`src/rtl/evf_pkg.sv`:
```
package evf_pkg;
  localparam int BYTE_W = 8;
  localparam int WORD_W = 32;
  localparam int BYTES_PER_WORD = WORD_W / BYTE_W;

  typedef enum logic [1:0] {
    ST_IDLE,
    ST_FIXED,
    ST_DATA
  } evf_state_e;
endpackage

```
`src/rtl/evf_trig_ctr.sv`:
```
module evf_trig_ctr #(
  parameter int TRG_W = 15
) (
  input  logic             clk_i,
  input  logic             rst_ni,
  input  logic             inc_i,
  output logic [TRG_W-1:0] cnt_o
);
  logic [TRG_W-1:0] cnt_q;

  always_ff @(posedge clk_i or negedge rst_ni) begin
    if (!rst_ni)    cnt_q <= '0;
    else if (inc_i) cnt_q <= cnt_q + 1'b1;
  end

  assign cnt_o = cnt_q;

  a_r6_frozen: assert property (@(posedge clk_i) disable iff (!rst_ni)
    !inc_i |=> $stable(cnt_q));
endmodule

```
`src/rtl/evf_seq.sv`:
```
module evf_seq
  import evf_pkg::*;
#(
  parameter int FIX_BYTES = 24,
  parameter int IDX_W     = $clog2(FIX_BYTES)
) (
  input  logic             clk_i,
  input  logic             rst_ni,
  input  logic             start_i,
  input  logic             out_ready_i,
  input  logic             in_valid_i,
  input  logic             in_last_i,
  output logic             accept_o,
  output evf_state_e       state_o,
  output logic [IDX_W-1:0] idx_o
);
  localparam logic [IDX_W-1:0] LAST_IDX = IDX_W'(FIX_BYTES - 1);

  evf_state_e       state_q, state_d;
  logic [IDX_W-1:0] idx_q, idx_d;

  assign accept_o = (state_q == ST_IDLE) && start_i;

  always_comb begin
    state_d = state_q;
    idx_d   = idx_q;
    unique case (state_q)
      ST_IDLE: if (start_i) begin
        state_d = ST_FIXED;
        idx_d   = '0;
      end
      ST_FIXED: if (out_ready_i) begin
        if (idx_q == LAST_IDX) state_d = ST_DATA;
        else                   idx_d   = idx_q + 1'b1;
      end
      ST_DATA: if (in_valid_i && out_ready_i && in_last_i) state_d = ST_IDLE;
      default: state_d = ST_IDLE;
    endcase
  end

  always_ff @(posedge clk_i or negedge rst_ni) begin
    if (!rst_ni) begin
      state_q <= ST_IDLE;
      idx_q   <= '0;
    end else begin
      state_q <= state_d;
      idx_q   <= idx_d;
    end
  end

  assign state_o = state_q;
  assign idx_o   = idx_q;

  a_r3_idx_bound: assert property (@(posedge clk_i) disable iff (!rst_ni)
    idx_q <= LAST_IDX);
  a_r4_data_after_fixed: assert property (@(posedge clk_i) disable iff (!rst_ni)
    (state_q != ST_DATA) ##1 (state_q == ST_DATA)
      |-> $past(state_q) == ST_FIXED && $past(idx_q) == LAST_IDX && $past(out_ready_i));
endmodule

```
`src/rtl/evf_snap.sv`:
```
module evf_snap
  import evf_pkg::*;
#(
  parameter int N_WORDS = 6,
  parameter int IDX_W   = 5
) (
  input  logic                            clk_i,
  input  logic                            rst_ni,
  input  logic                            capture_i,
  input  logic [N_WORDS-1:0][WORD_W-1:0]  words_i,
  input  logic [IDX_W-1:0]                idx_i,
  output logic [BYTE_W-1:0]               byte_o
);
  localparam int LANE_W = $clog2(BYTES_PER_WORD);
  localparam int SEL_W  = IDX_W - LANE_W;

  logic [N_WORDS-1:0][WORD_W-1:0] snap_q;
  logic [SEL_W-1:0]               word_sel;
  logic [LANE_W-1:0]              lane;

  for (genvar w = 0; w < N_WORDS; w++) begin : g_word
    always_ff @(posedge clk_i or negedge rst_ni) begin
      if (!rst_ni)        snap_q[w] <= '0;
      else if (capture_i) snap_q[w] <= words_i[w];
    end
  end

  assign word_sel = idx_i[IDX_W-1:LANE_W];
  assign lane     = idx_i[LANE_W-1:0];

  // MSB-first lane order within each word
  always_comb begin
    byte_o = '0;
    for (int w = 0; w < N_WORDS; w++) begin
      if (word_sel == SEL_W'(w))
        byte_o = BYTE_W'(snap_q[w] >> (BYTE_W * (BYTES_PER_WORD - 1 - int'(lane))));
    end
  end
endmodule

```
`src/rtl/evf_builder.sv`:
```
module evf_builder
  import evf_pkg::*;
#(
  parameter int JMP_W  = 14,
  parameter int SST_W  = 3,
  parameter int TRG_W  = 15,
  parameter int N_STAT = 5
) (
  input  logic              clk_i,
  input  logic              rst_ni,
  input  logic              start_i,
  input  logic [JMP_W-1:0]  jumper_i,
  input  logic [SST_W-1:0]  send_stat_i,
  input  logic [31:0]       fe_v_grp0_i,
  input  logic [31:0]       fe_v_grp1_i,
  input  logic [31:0]       fe_v_grp2_i,
  input  logic [31:0]       brd_volt_i,
  input  logic [31:0]       brd_err_i,
  input  logic [7:0]        in_data_i,
  input  logic              in_valid_i,
  input  logic              in_last_i,
  output logic              in_ready_o,
  output logic [7:0]        out_data_o,
  output logic              out_valid_o,
  output logic              out_last_o,
  input  logic              out_ready_i
);
  localparam int N_WORDS   = N_STAT + 1;
  localparam int FIX_BYTES = N_WORDS * BYTES_PER_WORD;
  localparam int IDX_W     = $clog2(FIX_BYTES);

  logic                           accept;
  evf_state_e                     state;
  logic [IDX_W-1:0]               idx;
  logic [TRG_W-1:0]               trig_q;
  logic [N_WORDS-1:0][WORD_W-1:0] words;
  logic [BYTE_W-1:0]              fixed_byte;

  // word 0 goes out first
  assign words[0] = WORD_W'({jumper_i, send_stat_i, trig_q});
  assign words[1] = fe_v_grp0_i;
  assign words[2] = fe_v_grp1_i;
  assign words[3] = fe_v_grp2_i;
  assign words[4] = brd_volt_i;
  assign words[5] = brd_err_i;

  evf_seq #(.FIX_BYTES(FIX_BYTES), .IDX_W(IDX_W)) u_seq (
    .clk_i, .rst_ni, .start_i, .out_ready_i, .in_valid_i, .in_last_i,
    .accept_o(accept), .state_o(state), .idx_o(idx)
  );

  evf_trig_ctr #(.TRG_W(TRG_W)) u_trig (
    .clk_i, .rst_ni, .inc_i(accept), .cnt_o(trig_q)
  );

  evf_snap #(.N_WORDS(N_WORDS), .IDX_W(IDX_W)) u_snap (
    .clk_i, .rst_ni, .capture_i(accept), .words_i(words),
    .idx_i(idx), .byte_o(fixed_byte)
  );

  assign in_ready_o  = (state == ST_DATA) && out_ready_i;
  assign out_valid_o = (state == ST_FIXED) || ((state == ST_DATA) && in_valid_i);
  assign out_data_o  = (state == ST_DATA) ? in_data_i : fixed_byte;
  assign out_last_o  = (state == ST_DATA) && in_valid_i && in_last_i;

  a_r6_step: assert property (@(posedge clk_i) disable iff (!rst_ni)
    accept |=> trig_q == TRG_W'($past(trig_q) + 1'b1));
  a_r8_busy_ignore: assert property (@(posedge clk_i) disable iff (!rst_ni)
    (state != ST_IDLE) |=> $stable(trig_q));
  a_r7_hold: assert property (@(posedge clk_i) disable iff (!rst_ni)
    (state == ST_FIXED && !out_ready_i) |=> out_valid_o && $stable(out_data_o));
  a_r5_end: assert property (@(posedge clk_i) disable iff (!rst_ni)
    (out_last_o && out_ready_i) |=> state == ST_IDLE && !out_valid_o);
endmodule

```
`config.mk`:
```
export PLATFORM = sky130hd
export DESIGN_NAME = evf_builder
export DESIGN_NICKNAME = d
export VERILOG_FILES = /design/src/rtl/evf_pkg.sv /design/src/rtl/evf_trig_ctr.sv /design/src/rtl/evf_seq.sv /design/src/rtl/evf_snap.sv /design/src/rtl/evf_builder.sv
export SDC_FILE = /design/constraint.sdc
export NUM_CORES = 1
export LEC_CHECK = 0
export BUFFER_PORTS_ARGS = -buffer_cell sky130_fd_sc_hd__buf_2
export CORE_MARGIN = 2
export CORE_UTILIZATION = 48
export CTS_CLUSTER_SIZE = 8
export DETAILED_ROUTE_END_ITERATION = 7
export PLACE_DENSITY = 0.71
export SLEW_MARGIN = 10
export SYNTH_ARGS = -nofsm -noshare
export SYNTH_HDL_FRONTEND = slang
export SYNTH_HIERARCHICAL = 1
export SYNTH_SLANG_ARGS = --single-unit
```
`constraint.sdc`:
```
create_clock -name clk_i -period 3.6 [get_ports clk_i]
set_input_delay 0.54 -clock clk_i [delete_from_list [all_inputs] [get_ports clk_i]]
set_output_delay 0.54 -clock clk_i [all_outputs]
set_load 0.05 [all_outputs]
```
Word-level counts from Yosys, hierarchy flattened. Index checks and enable logic that the tools add are counted.

Register bits: 214. Input bits: 191. Output and inout port bits: 11.

Add/subtract/negate cells: 3. Equality and inequality tests: 13. Shift operators: 6. Multiplexer cells: 16. Reductions and logical operators: 12.

Operators with widths (count): >> shifter 32 x 32 -> 8 bit (6); two-way mux 8 bit (7); adder 15 x 1 -> 15 bit (second input constant) (1); two-way mux 5 bit (3); case mux 5 bit (2 select lines) (1); two-way mux 2 bit (4); AND reduction 4 bit (2); == test 3 x 2 -> 1 bit (second input constant) (2); == test 3 bit (second input constant) (2); logical AND 1 bit (6); inequality test 2 bit (second input constant) (3); case mux 2 bit (3 select lines) (1); adder 5 x 1 -> 5 bit (second input constant) (1); == test 5 bit (second input constant) (1); inequality test 2 x 1 -> 1 bit (second input constant) (2); == test 3 x 1 -> 1 bit (second input constant) (1); logical NOT 3 bit (1); subtractor 2 x 2 -> 3 bit (first input constant) (1); == test 2 x 1 -> 1 bit (second input constant) (1); == test 2 bit (second input constant) (1); logical NOT 2 bit (1); nonzero test 2 bit (1); logical OR 1 bit (1).

Depth between registers and ports, before layout.
Depth in word-level cells: 9. Depth in mapped cells: 9. Gate-level depth less buffers: 6.

Hierarchy. Netlist, hierarchy kept.

By module, submodules not included: evf_snap (instances 1, cells an instance 586, area an instance 8852.2 µm², sequential area each 4804.6 µm²); evf_trig_ctr (instances 1, cells an instance 54, area an instance 653.1 µm², sequential area each 375.4 µm²); evf_seq (instances 1, cells an instance 41, area an instance 401.6 µm², sequential area each 175.2 µm²); evf_builder (instances 1, cells an instance 14, area an instance 173.9 µm², sequential area each 0.0 µm²).

Least setup slack after synthesis. No wires, ideal clock.

Path kind: register to output. Start point: register u_seq.idx_q[0], in the netlist u_seq/idx_o[0]. End point: output port out_data_o[3]. Arrival time: 1885 ps. Data required time: 3060 ps. Slack: 1175 ps. Stages on the path, launching flop included: 8. Path through: dfrtp_1 > buf_6 > buf_12 > mux4_1 > mux2i_1 > o22a_1 > o31ai_1 > mux2_4.

Longest elaborated chain between the ends: 9.

RTL lines: start, declared (line evf_seq.sv:20) `logic [IDX_W-1:0] idx_q, idx_d;`; start signal, assigned (line evf_seq.sv:47) `idx_q <= idx_d;`; subtractor 2 x 2 -> 3 bit * (line evf_snap.sv:36) `byte_o = BYTE_W'(snap_q[w] >> (BYTE_W * (BYTES_PER_WORD - 1 - int'(lane))));`; >> shifter 32 x 32 -> 8 bit (line evf_snap.sv:36); two-way mux 8 bit (5 in a row) (line evf_snap.sv:35) `if (word_sel == SEL_W'(w))`; two-way mux 8 bit * (line evf_snap.sv:35); named net fixed_byte[3] (line evf_builder.sv:37) `logic [BYTE_W-1:0] fixed_byte;`; two-way mux 8 bit * (line evf_builder.sv:63) `assign out_data_o = (state == ST_DATA) ? in_data_i : fixed_byte;`; end, declared (line evf_builder.sv:23) `output logic [7:0] out_data_o,`.

The timed path passes the listed nets; every way through them passes the cells marked *.

Worst setup path after layout.
Start point: register u_seq.idx_q[0], in the netlist u_seq/idx_o[0]. End point: output port out_data_o[2].

The elaborated chain is that of the path after synthesis.

==> impl.org <==
** Critical path
- The critical path crosses 7 cells after its start point.
- Nature of the critical path endpoint :: output pin
- Capture point of the worst path :: out_data_o[2]
- Buffering stage count on the worst path with inverters included :: 1
- The largest single stage delay on the critical path is 590 ps.
- Slowest CP cell :: mux4_1
- Traced cell by cell, the critical path runs through mux4_1, nand2_1, a21oi_1, a211oi_1, o21ai_1, mux2_4, buf_2.
- The worst setup path is launched from a flip-flop.
- Path type of the worst setup path :: flip-flop to output pin
- Across all register-to-register paths, the minimum setup slack is 1260 ps.
- Data arrival time of the worst path :: 2900 ps
- The critical path starts at u_seq/idx_o[0]$_DFFE_PN0P_.
- FF-to-FF End :: u_snap/snap_q[144]$_DFFE_PN0P_
- The startpoint identified for the worst register-to-register timing path is u_seq/state_o[0]$_DFFE_PN0P_.
- At the worst endpoint, the required time is 3060 ps.
- Cell family with the largest share of critical-path delay :: multiplexers
- Along the worst path, the maximum fanout reaches 14.
- Worst R2R Path Depth :: 4

** Synth
- Counting every net in the synthesized netlist gives 888.
- Fraction of synthesis flops using an asynchronous set or reset pin :: 100%
- Sequential area share after synthesis :: 53.1%
- Top cell type by total area after synthesis :: dfrtp_1
- Counting every instance in the synthesized netlist gives 695.
- The synthesized design contains 214 register bits.
- In this run the biggest area consumer among cell types represents 53.1% of the synthesized area.
- Avg Cell Area, Syn :: 14.5 sq um
- EDFF count, synth :: 0
- Sorting the synthesized cells by area gives the leading types as dfrtp_1 (53%), mux2_2 (22%), mux4_2 (4.7%), mux2i_1 (4.1%), mux4_1 (2.3%).
- The synthesized netlist occupies a cell area of 10100 sq um.
- Distinct cell type count after synthesis :: 60
- Among all flip-flop cells after synthesis, the most frequent one is dfrtp_1.
- Yosys printed 6 warnings.

** Place
- Input and output buffers added on the ports amount to 201.
- Summed over all nets, the half-perimeter wirelength after detailed placement is 17.5 mm.
- Routability-driven placement finished with a final weighted congestion of 0.807.
- In this run, placement finished with an instance count of 1143.

** Global routing
- Global-route wire length before repair :: 37.7 mm
- Vias in the first global route :: 6745
- Total global routing overflow :: 0
- GRT Resource Usage Total :: 21.9%
- Entering global routing, the biggest net connects 83 pins.
- Number of antenna violations at the first check in global routing :: 3

** STA
- Post-Route Hold Slack :: 44.1 ps
- Worst clock skew :: 15.1 ps
- Setup repair after global routing missed its margin :: false
- For this run, the top clock speed supported by timing is 0.291 GHz.
- Slew at the pin with the worst max-slew slack :: 667 ps
- For the finished layout, the period the worst path requires is 3440 ps.
- Worst max-slew margin expressed relative to the limit :: 55.5%
- Summed over all failing endpoints, the final setup total negative slack is 0 ps.
- The total count of hold-check failures in the final report was 0.
- Final cycle utilization of the critical path :: 95.5%
- Max Slew Vio Count :: 0
- Setup Viol. Count Final :: 0

** Routing
- In the routed design, unresolved DRC markers number 0.
- Detailed routing inserted a total of 6485 vias.
- Number of vias per cell after detailed routing :: 5.49
- DRC violation total after the first TritonRoute iteration :: 392
- In this run the remaining antenna-violating nets after routing total 0.
- First-pass detailed-route iteration total :: 4
- The routed design has 24.5 mm of wire.
- After detailed routing, the average wire length per cell comes to 20.7 um.

** Clock network
- Clock buffers created by TritonCTS :: 30
- Buffer type at the clock tree root :: clkbuf_16
- Source-to-sink clock delay at the later pin of the worst-skew pair :: 550 ps
- Clock transition at the registers of the reported paths :: 50 ps
- The clock passes through at most 3 buffers.
- CTS H-Tree Depth :: 1
- For this design, the sink count on the clock tree is 214.
- TritonCTS built the clock tree.

** Finish
- The layout has 1694 filler cells.
- Of the cells placed in the final design, the portion with a size suffix greater than 1 is 54.4%.
- Area growth from synthesis to final layout :: 20.9%
- Final layout net count :: 1095
- Summing all multi-input logic gate instances after layout gives 4440 sq um.
- Total area of sequential cells :: 5360 sq um
- For this run, the number of standard cells in the final layout without fillers is 1182.
- For this run, the share of the core covered by cells in the final layout is 58.5%.

** Pwr
- In this run, the combinational gates consume 37.8% of the power.
- Leakage power of the design :: 5.50 nW
- Net switching is 33.6% of the power.
- In this run, the clock network consumes 22.3% of the power.
- Power comes to 11.0 mW.
- Sequential power share :: 39.8%
- Internal Pwr Total :: 7.29 mW
- For this design the total switching power over the nets is 3.69 mW.
- Pwr Density :: 901 nW/um^2
- Across the VDD grid, the largest voltage drop is 0.000538 V.

** Hold path
- The tightest min-delay check is of the input pin to async pin type.

** Run status
- The flow ran to the end, and the final reports show no timing, DRC or antenna violations.

** Flow run
- Across the run, the number of max-cap violations was 0.

** Die
- In this run the horizontal extent of the chip is 149 um.
- For this configuration, the core starts out at a cell density of 48.4%.
- The floorplan step defined a die boundary enclosing 22200 sq um.
- Die height :: 149 um
- Area of the placeable core :: 20800 sq um
- Count of standard-cell rows :: 53
- # IOs :: 202
## cell usage after synthesis, drive strengths merged, types with 2 or more instances
cell type / number
dfrtp: 214
mux2: 202
mux2i: 41
buf: 32
mux4: 30
nand2: 21
nand3: 20
nor2: 17
a21oi: 11
xnor2: 9
clkbuf: 8
o22ai: 8
a31oi: 7
inv: 7
a21o: 6
nor2b: 6
o21ai: 6
a22oi: 5
nand3b: 5
xor2: 5
nand2b: 4
nor3: 4
or3b: 4
nand4: 3
ha: 2
o211ai: 2
or3: 2
## power groups by stage
stage | sequential (mW) | combinational, mW | clock, mW
4_1_cts | 4.42 | 4.08 | 2.52
3_5_place_dp | 4.44 | 4.06 | 0
3_3_place_gp | 4.41 | 3.97 | 0
6_report | 4.37 | 4.15 | 2.45
5_1_grt | 4.50 | 4.46 | 2.62
2_1_floorplan | 3.95 | 3.42 | 0
## repair_timing
item	CTS	global route
endpoints found under the setup margin	6	4
gates resized for setup	1	0
hold buffers	0	0
buffers inserted	0	2
## sequential cells by signal, summed over array words and instances (netlist names)
| register | cells |
|---|---|
| u_snap/snap_q | 192 |
| u_seq/idx_o | 5 |
| u_trig/cnt_o | 15 |
| u_seq/state_o | 2 |
## metrics by stage
stage               instance area [sq um]  setup WS, ps
global placement                    11300           544
global route                        12200          59.6
floorplan                           10100          1170
finish                              12200           162
CTS                                 12100          15.3
detailed placement                  11300           531
## kinds of logic (layout without fill, tap and decap cells)
kind of cell	after synthesis	count (layout)	synth area share [%]
compound gates	51	51	3.31
xor+xnor	14	14	1.22
fa+ha+maj	2	2	0.248
buf+inv	47	256	2.84
flops	214	214	53.1
mux	273	273	33.9
other cells	0	3	0
simple gates	94	94	5.32
## layout make-up
| class | instances | share of cell area (%) |
|---|---|---|
| Sequential cell | 214 | 44.0 |
| Multi-Input combinational cell | 434 | 36.4 |
| Antenna cell | 3 | 0.0616 |
| Tap cell | 275 | 2.82 |
| Clock inverter | 1 | 0.246 |
| Inverter | 7 | 0.257 |
| Clock buffer | 33 | 6.33 |
| Timing Repair Buffer | 215 | 9.85 |
## routing by layer
metal / part of all wire (%) / global-route usage, % / routed length, um / vias up
li1: - / - / - / 2972
met1: 44 / 30.6 / 10700 / 3306
met2: 49 / 35.5 / 12100 / 176
met3: 4.8 / 3.82 / 1180 / 31
met4: 2.2 / 6.48 / 547 / 0
met5: 0 / 0 / 0 / -
## cells in the final DEF, fill, tap and decap left out, types with 8 or more instances in the layout
cell,instances
a21oi_1,11
mux2_2,195
buf_2,200
nand3_1,19
mux4_2,21
buf_4,8
nand2_1,21
dfrtp_1,212
xnor2_1,9
clkbuf_16,31
mux4_1,9
nor2_1,17
o22ai_1,8
mux2i_1,41
## worst min-delay path by stage
stage                                     end  slack (ps)  depth (start not counted)
2_1_floorplan      u_seq/idx_o[0]$_DFFE_PN0P_         240                          0
4_1_cts        u_snap/snap_q[170]$_DFFE_PN0P_          60                          1
6_report       u_snap/snap_q[140]$_DFFE_PN0P_          40                          1
3_3_place_gp     u_trig/cnt_o[14]$_DFFE_PN0P_         460                          1
3_5_place_dp     u_trig/cnt_o[14]$_DFFE_PN0P_         470                          1
5_1_grt         u_snap/snap_q[79]$_DFFE_PN0P_          90                          1
(Power assumes the default switching activity.)
